--- src/rtl/xtr_pkg.sv ---
package xtr_pkg;

    typedef enum logic [2:0] {
        ST_HEADER,
        ST_BODY,
        ST_ESC_LIT,
        ST_PRUNE_LIT,
        ST_EOF_TAIL,
        ST_ABORT_TAIL
    } dec_state_e;

    typedef enum logic [2:0] {
        K_DATA,
        K_EOF,
        K_PRUNE,
        K_ABORT,
        K_ESC,
        K_IDLE
    } word_kind_e;

    localparam logic [28:0] CODE_PREFIX = 29'h1000_0000;

    function automatic word_kind_e kind_of(input logic [31:0] cmp);
        word_kind_e k;
        if (cmp[31:3] != CODE_PREFIX) begin
            k = K_DATA;
        end else begin
            unique case (cmp[2:0])
                3'd0, 3'd1, 3'd2, 3'd3: k = K_EOF;
                3'd4:                   k = K_PRUNE;
                3'd5:                   k = K_ABORT;
                3'd6:                   k = K_ESC;
                default:                k = K_IDLE;
            endcase
        end
        return k;
    endfunction

endpackage

--- src/rtl/xtr_word_classify.sv ---
module xtr_word_classify
    import xtr_pkg::*;
#(
    parameter int WORD_W = 32
) (
    input  logic [WORD_W-1:0] word,
    input  logic              swap_en,
    output word_kind_e        kind,
    output logic [1:0]        eof_low
);
    localparam int NBYTES = WORD_W / 8;

    logic [WORD_W-1:0] swapped;
    logic [WORD_W-1:0] cmp;

    for (genvar b = 0; b < NBYTES; b++) begin : g_swap
        assign swapped[8*b +: 8] = word[WORD_W-8-8*b +: 8];
    end

    assign cmp     = swap_en ? swapped : word;
    assign kind    = kind_of(cmp[31:0]);
    assign eof_low = cmp[1:0];

endmodule

--- src/rtl/xtr_hdr_count.sv ---
module xtr_hdr_count #(
    parameter int HDR_WORDS = 4
) (
    input  logic clk,
    input  logic rst_n,
    input  logic step,
    output logic last
);
    localparam int HC_W = (HDR_WORDS > 1) ? $clog2(HDR_WORDS) : 1;
    localparam logic [HC_W-1:0] LAST_IDX = HC_W'(HDR_WORDS - 1);

    logic [HC_W-1:0] cnt_q;

    always_ff @(posedge clk) begin
        if (!rst_n) begin
            cnt_q <= '0;
        end else if (step) begin
            cnt_q <= (cnt_q == LAST_IDX) ? '0 : cnt_q + 1'b1;
        end
    end

    assign last = (cnt_q == LAST_IDX);

    // Header position never leaves its range.
    assert_hdr_range_R1: assert property (@(posedge clk) disable iff (!rst_n)
        cnt_q <= LAST_IDX);

endmodule

--- src/rtl/xtr_byte_acc.sv ---
module xtr_byte_acc #(
    parameter int CNT_W = 16
) (
    input  logic             clk,
    input  logic             rst_n,
    input  logic             add_en,
    input  logic [2:0]       add_val,
    input  logic             finish,
    output logic [CNT_W-1:0] total
);
    logic [CNT_W-1:0] acc_q;
    logic [CNT_W-1:0] sum;

    assign sum = acc_q + (add_en ? CNT_W'(add_val) : '0);

    always_ff @(posedge clk) begin
        if (!rst_n) begin
            acc_q <= '0;
            total <= '0;
        end else if (finish) begin
            acc_q <= '0;
            total <= sum;
        end else begin
            acc_q <= sum;
        end
    end

endmodule

--- src/rtl/xtr_word_decoder.sv ---
module xtr_word_decoder
    import xtr_pkg::*;
#(
    parameter int WORD_W    = 32,
    parameter int HDR_WORDS = 4,
    parameter int CNT_W     = 16
) (
    input  logic              clk,
    input  logic              rst_n,
    input  logic              swap_en,
    input  logic              in_valid,
    output logic              in_ready,
    input  logic [WORD_W-1:0] in_data,
    output logic              out_valid,
    input  logic              out_ready,
    output logic [WORD_W-1:0] out_data,
    output logic              done,
    output logic [CNT_W-1:0]  done_bytes,
    output logic              done_discard
);
    dec_state_e state_q, state_d;
    word_kind_e kind;
    logic [1:0] eof_low;
    logic       hdr_last;
    logic       accept;
    logic       emit;
    logic       add_en;
    logic [2:0] add_val;
    logic       frame_end;
    logic       end_discard;
    logic       done_q;
    logic       discard_q;

    xtr_word_classify #(.WORD_W(WORD_W)) u_classify (
        .word    (in_data),
        .swap_en (swap_en),
        .kind    (kind),
        .eof_low (eof_low)
    );

    xtr_hdr_count #(.HDR_WORDS(HDR_WORDS)) u_hdr (
        .clk   (clk),
        .rst_n (rst_n),
        .step  (accept && (state_q == ST_HEADER)),
        .last  (hdr_last)
    );

    xtr_byte_acc #(.CNT_W(CNT_W)) u_acc (
        .clk     (clk),
        .rst_n   (rst_n),
        .add_en  (accept && add_en),
        .add_val (add_val),
        .finish  (accept && frame_end),
        .total   (done_bytes)
    );

    assign accept    = in_valid && in_ready;
    assign in_ready  = emit ? out_ready : 1'b1;
    assign out_valid = in_valid && emit;
    assign out_data  = in_data;

    // State register.
    always_ff @(posedge clk) begin
        if (!rst_n) begin
            state_q <= ST_HEADER;
        end else if (accept) begin
            state_q <= state_d;
        end
    end

    // Next-state logic.
    always_comb begin
        state_d = state_q;
        unique case (state_q)
            ST_HEADER: begin
                if (hdr_last) state_d = ST_BODY;                    // hdr_done
            end
            ST_BODY: begin
                unique case (kind)
                    K_ESC:   state_d = ST_ESC_LIT;                  // esc_seen
                    K_PRUNE: state_d = ST_PRUNE_LIT;                // prune_seen
                    K_EOF:   state_d = ST_EOF_TAIL;                 // eof_seen
                    K_ABORT: state_d = ST_ABORT_TAIL;               // abort_seen
                    default: state_d = ST_BODY;
                endcase
            end
            ST_ESC_LIT:    state_d = ST_BODY;                       // lit_taken
            ST_PRUNE_LIT,
            ST_EOF_TAIL,
            ST_ABORT_TAIL: state_d = ST_HEADER;                     // frame_end
            default:       state_d = ST_HEADER;
        endcase
    end

    // Per-word actions.
    always_comb begin
        emit        = 1'b0;
        add_en      = 1'b0;
        add_val     = 3'd4;
        frame_end   = 1'b0;
        end_discard = 1'b0;
        unique case (state_q)
            ST_HEADER: ;
            ST_BODY: begin
                if (kind == K_DATA) begin
                    emit   = 1'b1;
                    add_en = 1'b1;
                end else if (kind == K_EOF) begin
                    add_en  = 1'b1;
                    add_val = 3'd4 - {1'b0, eof_low};
                end
            end
            ST_ESC_LIT: begin
                emit   = 1'b1;
                add_en = 1'b1;
            end
            ST_PRUNE_LIT: begin
                emit        = 1'b1;
                add_en      = 1'b1;
                frame_end   = 1'b1;
                end_discard = 1'b1;
            end
            ST_EOF_TAIL: begin
                emit      = 1'b1;
                frame_end = 1'b1;
            end
            ST_ABORT_TAIL: begin
                frame_end   = 1'b1;
                end_discard = 1'b1;
            end
            default: ;
        endcase
    end

    always_ff @(posedge clk) begin
        if (!rst_n) begin
            done_q    <= 1'b0;
            discard_q <= 1'b0;
        end else begin
            done_q    <= accept && frame_end;
            discard_q <= accept && frame_end && end_discard;
        end
    end

    assign done         = done_q;
    assign done_discard = discard_q;

    assert_hdr_silent_R1: assert property (@(posedge clk) disable iff (!rst_n)
        (state_q == ST_HEADER) |-> !out_valid);

    assert_abort_tail_dropped_R7: assert property (@(posedge clk) disable iff (!rst_n)
        (state_q == ST_ABORT_TAIL) |-> !out_valid);

    assert_done_follows_accept_R9: assert property (@(posedge clk) disable iff (!rst_n)
        done |-> $past(in_valid && in_ready));

    assert_done_single_R9: assert property (@(posedge clk) disable iff (!rst_n)
        done |=> !done);

    assert_done_restarts_header_R9: assert property (@(posedge clk) disable iff (!rst_n)
        done |-> (state_q == ST_HEADER));

    assert_good_frame_nonzero_R5: assert property (@(posedge clk) disable iff (!rst_n)
        (done && !done_discard) |-> (done_bytes != '0));

    assert_stall_holds_R10: assert property (@(posedge clk) disable iff (!rst_n)
        (out_valid && !out_ready) |-> !in_ready);

endmodule

--- config.mk ---
export PLATFORM = sky130hd
export DESIGN_NAME = xtr_word_decoder
export DESIGN_NICKNAME = d
export VERILOG_FILES = /design/src/rtl/xtr_pkg.sv /design/src/rtl/xtr_word_classify.sv /design/src/rtl/xtr_hdr_count.sv /design/src/rtl/xtr_byte_acc.sv /design/src/rtl/xtr_word_decoder.sv
export SDC_FILE = /design/constraint.sdc
export NUM_CORES = 1
export LEC_CHECK = 0
export BUFFER_PORTS_ARGS = -buffer_cell sky130_fd_sc_hd__buf_2
export CAP_MARGIN = 40
export CORE_MARGIN = 4
export CORE_UTILIZATION = 46
export CTS_BUF_LIST = sky130_fd_sc_hd__clkbuf_8
export CTS_CLUSTER_SIZE = 16
export DETAILED_ROUTE_END_ITERATION = 10
export PLACE_DENSITY = 0.79
export SLEW_MARGIN = 40
export SYNTH_ARGS = -nofsm -noshare
export SYNTH_HDL_FRONTEND = slang
export SYNTH_SLANG_ARGS = --single-unit
--- constraint.sdc ---
create_clock -name clk -period 2.5 [get_ports clk]
set_input_delay 0 -clock clk [delete_from_list [all_inputs] [get_ports clk]]
set_output_delay 0 -clock clk [all_outputs]
set_load 0.005 [all_outputs]
# Word level (Yosys, flattened, before mapping)
# Index checks and enable logic that the tools add are counted.
dict set report word_totals {
  regBits 39
  input_bits 37
  out_inout_bits 52
  word_cells 63
}
dict set report op_classes {
  addsub 3
  eq_ne 18
  muxes 19
  bitwise 1
  reduce_logical 16
}
# operator n
set op_table {}
lappend op_table {{$mux W32} 1}
lappend op_table {{$ne A29 B29 Y1 const B} 1}
lappend op_table {{$pmux W3 S4} 2}
lappend op_table {{$eq A3 B2 Y1 const B} 6}
lappend op_table {{$eq A3 B3 Y1 const B} 6}
lappend op_table {{$mux W3} 6}
lappend op_table {{$add A16 B16 Y16} 1}
lappend op_table {{$eq A3 B1 Y1 const B} 3}
lappend op_table {{$logic_not A3 Y1} 3}
lappend op_table {{$pmux W3 S3} 1}
lappend op_table {{$logic_and A1 B1 Y1} 6}
lappend op_table {{$mux W1} 6}
lappend op_table {{$reduce_or A2 Y1} 3}
lappend op_table {{$reduce_or A3 Y1} 2}
lappend op_table {{$pmux W1 S2} 2}
lappend op_table {{$reduce_or A4 Y1} 1}
lappend op_table {{$sub A3 B2 Y3 const A} 1}
lappend op_table {{$add A2 B1 Y2 const B} 1}
lappend op_table {{$eq A2 B2 Y1 const B} 1}
lappend op_table {{$mux W2} 1}
lappend op_table {{$ne A2 B2 Y1 const B} 1}
lappend op_table {{$reduce_and A2 Y1} 1}
lappend op_table {{$not A1 Y1} 1}

# Depth between registers and ports, before layout
dict set report depth {
  depth_word 13
  mapped_depth 14
  mapped_depth_nobuf 13
}

# Cells and area by module
# Synthesis repeated with hierarchy kept, for this count alone.
dict set report unflattened {
  hier_cells 265
  area_unflattened_um2 2272.2
}
# mod instances cells_each area_each_um2 seq_area_each_um2
set by_module_without_submodules {}
lappend by_module_without_submodules {xtr_byte_acc 1 143 1313.8 640.6}
lappend by_module_without_submodules {xtr_word_decoder 1 88 669.4 100.1}
lappend by_module_without_submodules {xtr_word_classify 1 26 193.9 0.0}
lappend by_module_without_submodules {xtr_hdr_count 1 8 95.1 40.0}

# Worst setup path before layout
# OpenSTA, ideal clock, no wires.
dict set report synth_path {
  path_type {input to register}
  from {input in_data[3]}
  to {register u_acc.total[14]}
  setup_ns 0.127
  arrival_ns 2.527
  t_required_ns 2.373
  path_slack_ns -0.154
  cell_stages 13
  n_path_buf 0
  cell_sequence {or3_1 -> or3_1 -> o21a_1 -> nor2_1 -> and4_1 -> ha_1 -> inv_1 -> fa_1 -> nor2b_1 -> o2111ai_1 -> nor2_1 -> xnor2_1 -> o22ai_1}
}
dict set report synth_between {
  elab_chain_cells 11
  word_cells_on_any_way 19
  classes_between {add/sub (1); eq/ne (2); mux (12); reduce/logical (4)}
}
# element line_no
set synth_rtl {}
lappend synth_rtl {{start: declaration} xtr_word_decoder.sv:13} ;# input logic [WORD_W-1:0] in_data,
lappend synth_rtl {{$mux W32 *} xtr_word_classify.sv:20} ;# assign cmp = swap_en ? swapped : word;
lappend synth_rtl {{$ne A29 B29 Y1 *} xtr_pkg.sv:25} ;# if (cmp[31:3] != CODE_PREFIX) begin
lappend synth_rtl {{$mux W3 *} xtr_pkg.sv:25}
lappend synth_rtl {{$logic_not A3 Y1} xtr_word_decoder.sv:105} ;# if (kind == K_DATA) begin
lappend synth_rtl {{$mux W1} xtr_word_decoder.sv:105}
lappend synth_rtl {{$pmux W1 S2} xtr_word_decoder.sv:102} ;# unique case (state_q)
lappend synth_rtl {{$mux W1} xtr_word_decoder.sv:58} ;# assign in_ready = emit ? out_ready : 1'b1;
lappend synth_rtl {{$logic_and A1 B1 Y1} xtr_word_decoder.sv:57} ;# assign accept = in_valid && in_ready;
lappend synth_rtl {{$logic_and A1 B1 Y1} xtr_word_decoder.sv:51} ;# .add_en (accept && add_en),
lappend synth_rtl {{$mux W3} xtr_byte_acc.sv:14} ;# assign sum = acc_q + (add_en ? CNT_W'(add_val) : '0);
lappend synth_rtl {{$add A16 B16 Y16} xtr_byte_acc.sv:14}
lappend synth_rtl {{end signal: assignment} xtr_byte_acc.sv:22} ;# total <= sum;
lappend synth_rtl {{end: declaration} xtr_byte_acc.sv:9} ;# output logic [CNT_W-1:0] total
# Every way passes the cells marked *; elsewhere a longest branch is shown, timed or not.
# A chain may end at the register's enable or synchronous reset.

# Final worst setup path
dict set report layout_path {
  from {input in_data[3]}
  to {register u_acc.total[12]}
}
# Same word-level chain as after synthesis.

==> run summary <==
POWER AND IR DROP
----------------------------------------------------------------------------------------
Switching pwr .............................................................     0.319 mW
Areal power density over the cells ........................................   416 nW/µm²
P_int .....................................................................     0.938 mW
Leak Pwr ..................................................................      1.33 nW
Final total power .........................................................      1.26 mW
Worst ir drop on vdd ......................................................   0.000327 V
Combinational Power Share .................................................        0.138
Clock power share .........................................................        0.362
Share of power burned in registers ........................................        0.500
Switching portion of total power ..........................................        0.254

GLOBAL ROUTING
----------------------------------------------------------------------------------------
Congestion Overflow GR ....................................................            0
Maximum number of pins on one net before global-route repair ..............           27
Number of global-route vias before repair .................................         2037
Met3 global-route usage ...................................................       0.0528
Initial antenna violation count ...........................................            0
Met1 track demand over resource in global routing .........................        0.202
Busiest grt layer .........................................................         met2
Met2 demand-to-capacity share in global routing ...........................        0.324
All-layer global routing usage ............................................        0.179
Global-route wire length before repair ....................................      8900 µm

YOSYS
----------------------------------------------------------------------------------------
Yosys top cell by area .................................................... sky130_fd_sc_hd__dfxtp_1
Post-synthesis cell area ..................................................     2290 µm²
Sequential share of the synthesized area ..................................        0.341
Synth top area share ......................................................        0.341
Top area cells in the synthesized netlist ................................. sky130_fd_sc_hd__dfxtp_1 (34%), sky130_fd_sc_hd__buf_4 (11%), sky130_fd_sc_hd__nor2_1 (6.4%), sky130_fd_sc_hd__mux2i_1 (4.4%), sky130_fd_sc_hd__ha_1 (3.8%)
Dominant synthesized flop cell ............................................ sky130_fd_sc_hd__dfxtp_1
Seq cells post-synth ......................................................           39
Number of distinct library cells after synthesis ..........................           41
Net count after synthesis .................................................          320
Instance count of the mapped netlist ......................................          275
Syn avg cell area .........................................................     8.33 µm²
Count of flip-flops with a built-in enable after synthesis ................            0
Share of synthesized flip-flops with an asynchronous set or reset .........            0
Synthesis warning total ...................................................            0

FLOORPLAN
----------------------------------------------------------------------------------------
Placeable core region .....................................................     4790 µm²
Die Height ................................................................      78.6 µm
Standard-cell row count ...................................................           25
Number of I/O pins ........................................................           89
Die width .................................................................      78.6 µm
Initial cell density of the core ..........................................        0.479
Total Die Area ............................................................     6170 µm²

FINAL LAYOUT
----------------------------------------------------------------------------------------
Share of final-layout standard cells stronger than drive strength 1 .......        0.433
Fill count ................................................................          398
Share of the core filled with cells in the final layout ...................        0.631
N_diodes ..................................................................            0
Total area of multi-input combinational cells .............................     1270 µm²
Layout net count ..........................................................          409
Sequential standard cell area .............................................      783 µm²
Area Growth Syn to Fin ....................................................        31.9%

RUN
----------------------------------------------------------------------------------------
Maxcap violations .........................................................            0

PLACED DESIGN
----------------------------------------------------------------------------------------
Global placer's final weighted congestion .................................        0.894
Half-perimeter wire length after detailed placement .......................      4240 µm
Count of port buffers added during placement ..............................           88

CRITICAL PATH
----------------------------------------------------------------------------------------
Worst EP required .........................................................      2.68 ns
Worst path bufs/invs ......................................................            2
Worst path most repeated cell ............................................. sky130_fd_sc_hd__or3_4
CP startpoint kind ........................................................    input pin
Top delay family on crit path ............................................. simple AND/OR/NAND/NOR gates
Cells traversed along the worst timing path ............................... buf_6 -> or3_4 -> or3_4 -> o21a_1 -> nor2_2 -> and4_1 -> ha_2 -> inv_2 -> fa_2 -> nor2b_4 -> o2111ai_2 -> nor2_1 -> xnor2_1 -> a21oi_1
Arrival time worst endpoint ...............................................      2.68 ns
WS Path Type .............................................................. input pin to register
Largest stage delay, worst path ...........................................      0.37 ns
Worst-path maximum fanout .................................................            4
Critical path's slowest cell .............................................. sky130_fd_sc_hd__or3_4
Kind of end point of the critical path ....................................     register

CLOCK NETWORK
----------------------------------------------------------------------------------------
Deepest clock path buffer count ...........................................            2
TritonCTS clock tree ......................................................          yes
H-Tree Depth ..............................................................            2
Worst-Skew Late Latency ...................................................      0.30 ns
Total CTS buffers .........................................................            5
Post-CTS Hold Buffers .....................................................            0
Clock-pin transition on the worst setup and hold timing paths .............      0.08 ns
Root Buffer Master ........................................................ sky130_fd_sc_hd__clkbuf_8
Clock Sink Count ..........................................................           39

DETAILED ROUTING
----------------------------------------------------------------------------------------
Number of antenna-violating nets in the routed design .....................            0
Average wire length per cell after detail routing .........................      13.4 µm
Via count .................................................................         2184
Post-detailed-route via-to-cell ratio .....................................         5.06
Number of iterations in the first detailed-routing pass ...................            4
Aggregate routed wire length ..............................................      5800 µm
Drt initial violations ....................................................           94
Post-route DRC violation count ............................................            0

TIMING
----------------------------------------------------------------------------------------
Setup-violating endpoint count in the final report ........................            0
Worst-case clock skew .....................................................   0.00315 ns
Transition at the pin with the smallest max-transition slack ..............     0.638 ns
Final count of hold timing violations .....................................            0
Max-Slew Margin vs Limit ..................................................        0.571
Portion of the clock cycle consumed by the worst path in the final layout .        0.999
Time the worst path needs with I/O delays and setup .......................      2.50 ns
Max-slew violation count ..................................................            0
Maximum achievable frequency ..............................................    0.400 GHz
RSZ-0062 raised after global routing ......................................         true

RUN STATUS
----------------------------------------------------------------------------------------
Run status ................................................................ complete, no violations

WORST HOLD PATH
----------------------------------------------------------------------------------------
Hold/Removal Path Class ................................................... input pin to register

[synthesized netlist by cell type (4+ instances only)]
master,count
sky130_fd_sc_hd__a211oi_1,8
sky130_fd_sc_hd__a21oi_1,10
sky130_fd_sc_hd__and2_1,4
sky130_fd_sc_hd__buf_2,5
sky130_fd_sc_hd__buf_4,33
sky130_fd_sc_hd__dfxtp_1,39
sky130_fd_sc_hd__ha_1,7
sky130_fd_sc_hd__inv_1,14
sky130_fd_sc_hd__mux2i_1,10
sky130_fd_sc_hd__nand2_1,11
sky130_fd_sc_hd__nand3_1,6
sky130_fd_sc_hd__nand4_1,4
sky130_fd_sc_hd__nor2_1,39
sky130_fd_sc_hd__nor4_1,11
sky130_fd_sc_hd__o21ai_0,9
sky130_fd_sc_hd__xnor2_1,10
sky130_fd_sc_hd__xor2_1,6
[repair_timing]
action	4_1_cts	5_1_grt
resized for setup	5	20
endpoints found under the setup margin	9	22
cloned	0	0
pin swaps	4	25
setup buffers	1	4
[worst paths after layout]
check                           slack, ns  cells after the start           start         endpoint
worst max-delay path                0.002                     14      in_data[3]  u_acc.total[12]
worst min-delay path                 0.05                      3        in_valid       state_q[2]
worst max register to register       0.04                     11      state_q[2]  u_acc.total[10]
worst min register to register       0.48                      2  u_acc.total[6]   u_acc.total[6]
[cells in the final DEF, fill, tap and decap left out, types with 8 or more instances in the layout]
cell	count
sky130_fd_sc_hd__nor2_1	37
sky130_fd_sc_hd__buf_4	36
sky130_fd_sc_hd__o21ai_0	9
sky130_fd_sc_hd__a21oi_1	8
sky130_fd_sc_hd__buf_2	87
sky130_fd_sc_hd__mux2i_1	10
sky130_fd_sc_hd__inv_1	13
sky130_fd_sc_hd__nand2_1	11
sky130_fd_sc_hd__dfxtp_1	37
sky130_fd_sc_hd__xnor2_1	10
[power groups by stage]
stage / Sequential [mW] / Clock [mW] / Combinational (mW)
finish: 0.629 / 0.455 / 0.174
global route: 0.630 / 0.489 / 0.193
CTS: 0.628 / 0.466 / 0.163
detailed placement: 0.643 / 0 / 0.160
global placement: 0.642 / 0 / 0.156
floorplan: 0.642 / 0 / 0.103
[through the flow]
step / worst slack, ns / setup TNS, ns / instance area, µm² / hold WS (ns) / std cells
after floorplan: -0.00318 / -0.00318 / 2310 / 0.0808 / 275
after CTS: 0.000529 / 0 / 2900 / 0.0500 / 429
after global placement: -0.246 / -3.59 / 2780 / 0.178 / 420
after global routing: -0.158 / -1.27 / 3020 / 0.0957 / 432
final: 0.00230 / 0 / 3020 / 0.0504 / 432
after detailed placement: -0.340 / -5.15 / 2780 / 0.180 / 420
[tightest hold or removal path: stages]
cell and delay (ns):
sky130_fd_sc_hd__buf_2 0.15, sky130_fd_sc_hd__nand2_1 0.09, sky130_fd_sc_hd__o31ai_1 0.07
[layer usage]
layer	vias to the layer above	share of wire
met4	0	0.0072
met1	998	0.40
met2	73	0.52
met3	6	0.063
met5	-	0
li1	1107	-
[cell type report]
cell class,instances,area share
multi-input combinational,179,0.422
sequential,39,0.259
timing repair buffer,125,0.241
tap,67,0.0277
clock buffer,6,0.0273
inverter,14,0.0174
clock inverter,2,0.00538
[state kept, by name (all words and copies together), names as in the netlist]
name          cells
u_acc.acc_q      16
u_acc.total      16
state_q           3
u_hdr.cnt_q       2
done              1
done_discard      1
[kinds of logic (layout without fill, tap and decap cells)]
group,after synthesis,in the layout,share of synthesized area
AND/OR/NAND/NOR,98,98,0.216
XOR/XNOR,16,16,0.0612
AO/OA/AOI/OAI,47,47,0.135
multiplexers,10,10,0.0437
adder cells (fa/ha/maj),8,8,0.0470
flip-flops,39,39,0.341
buffers and inverters,57,147,0.157
Note: power is estimated with default switching activity, not from simulation.
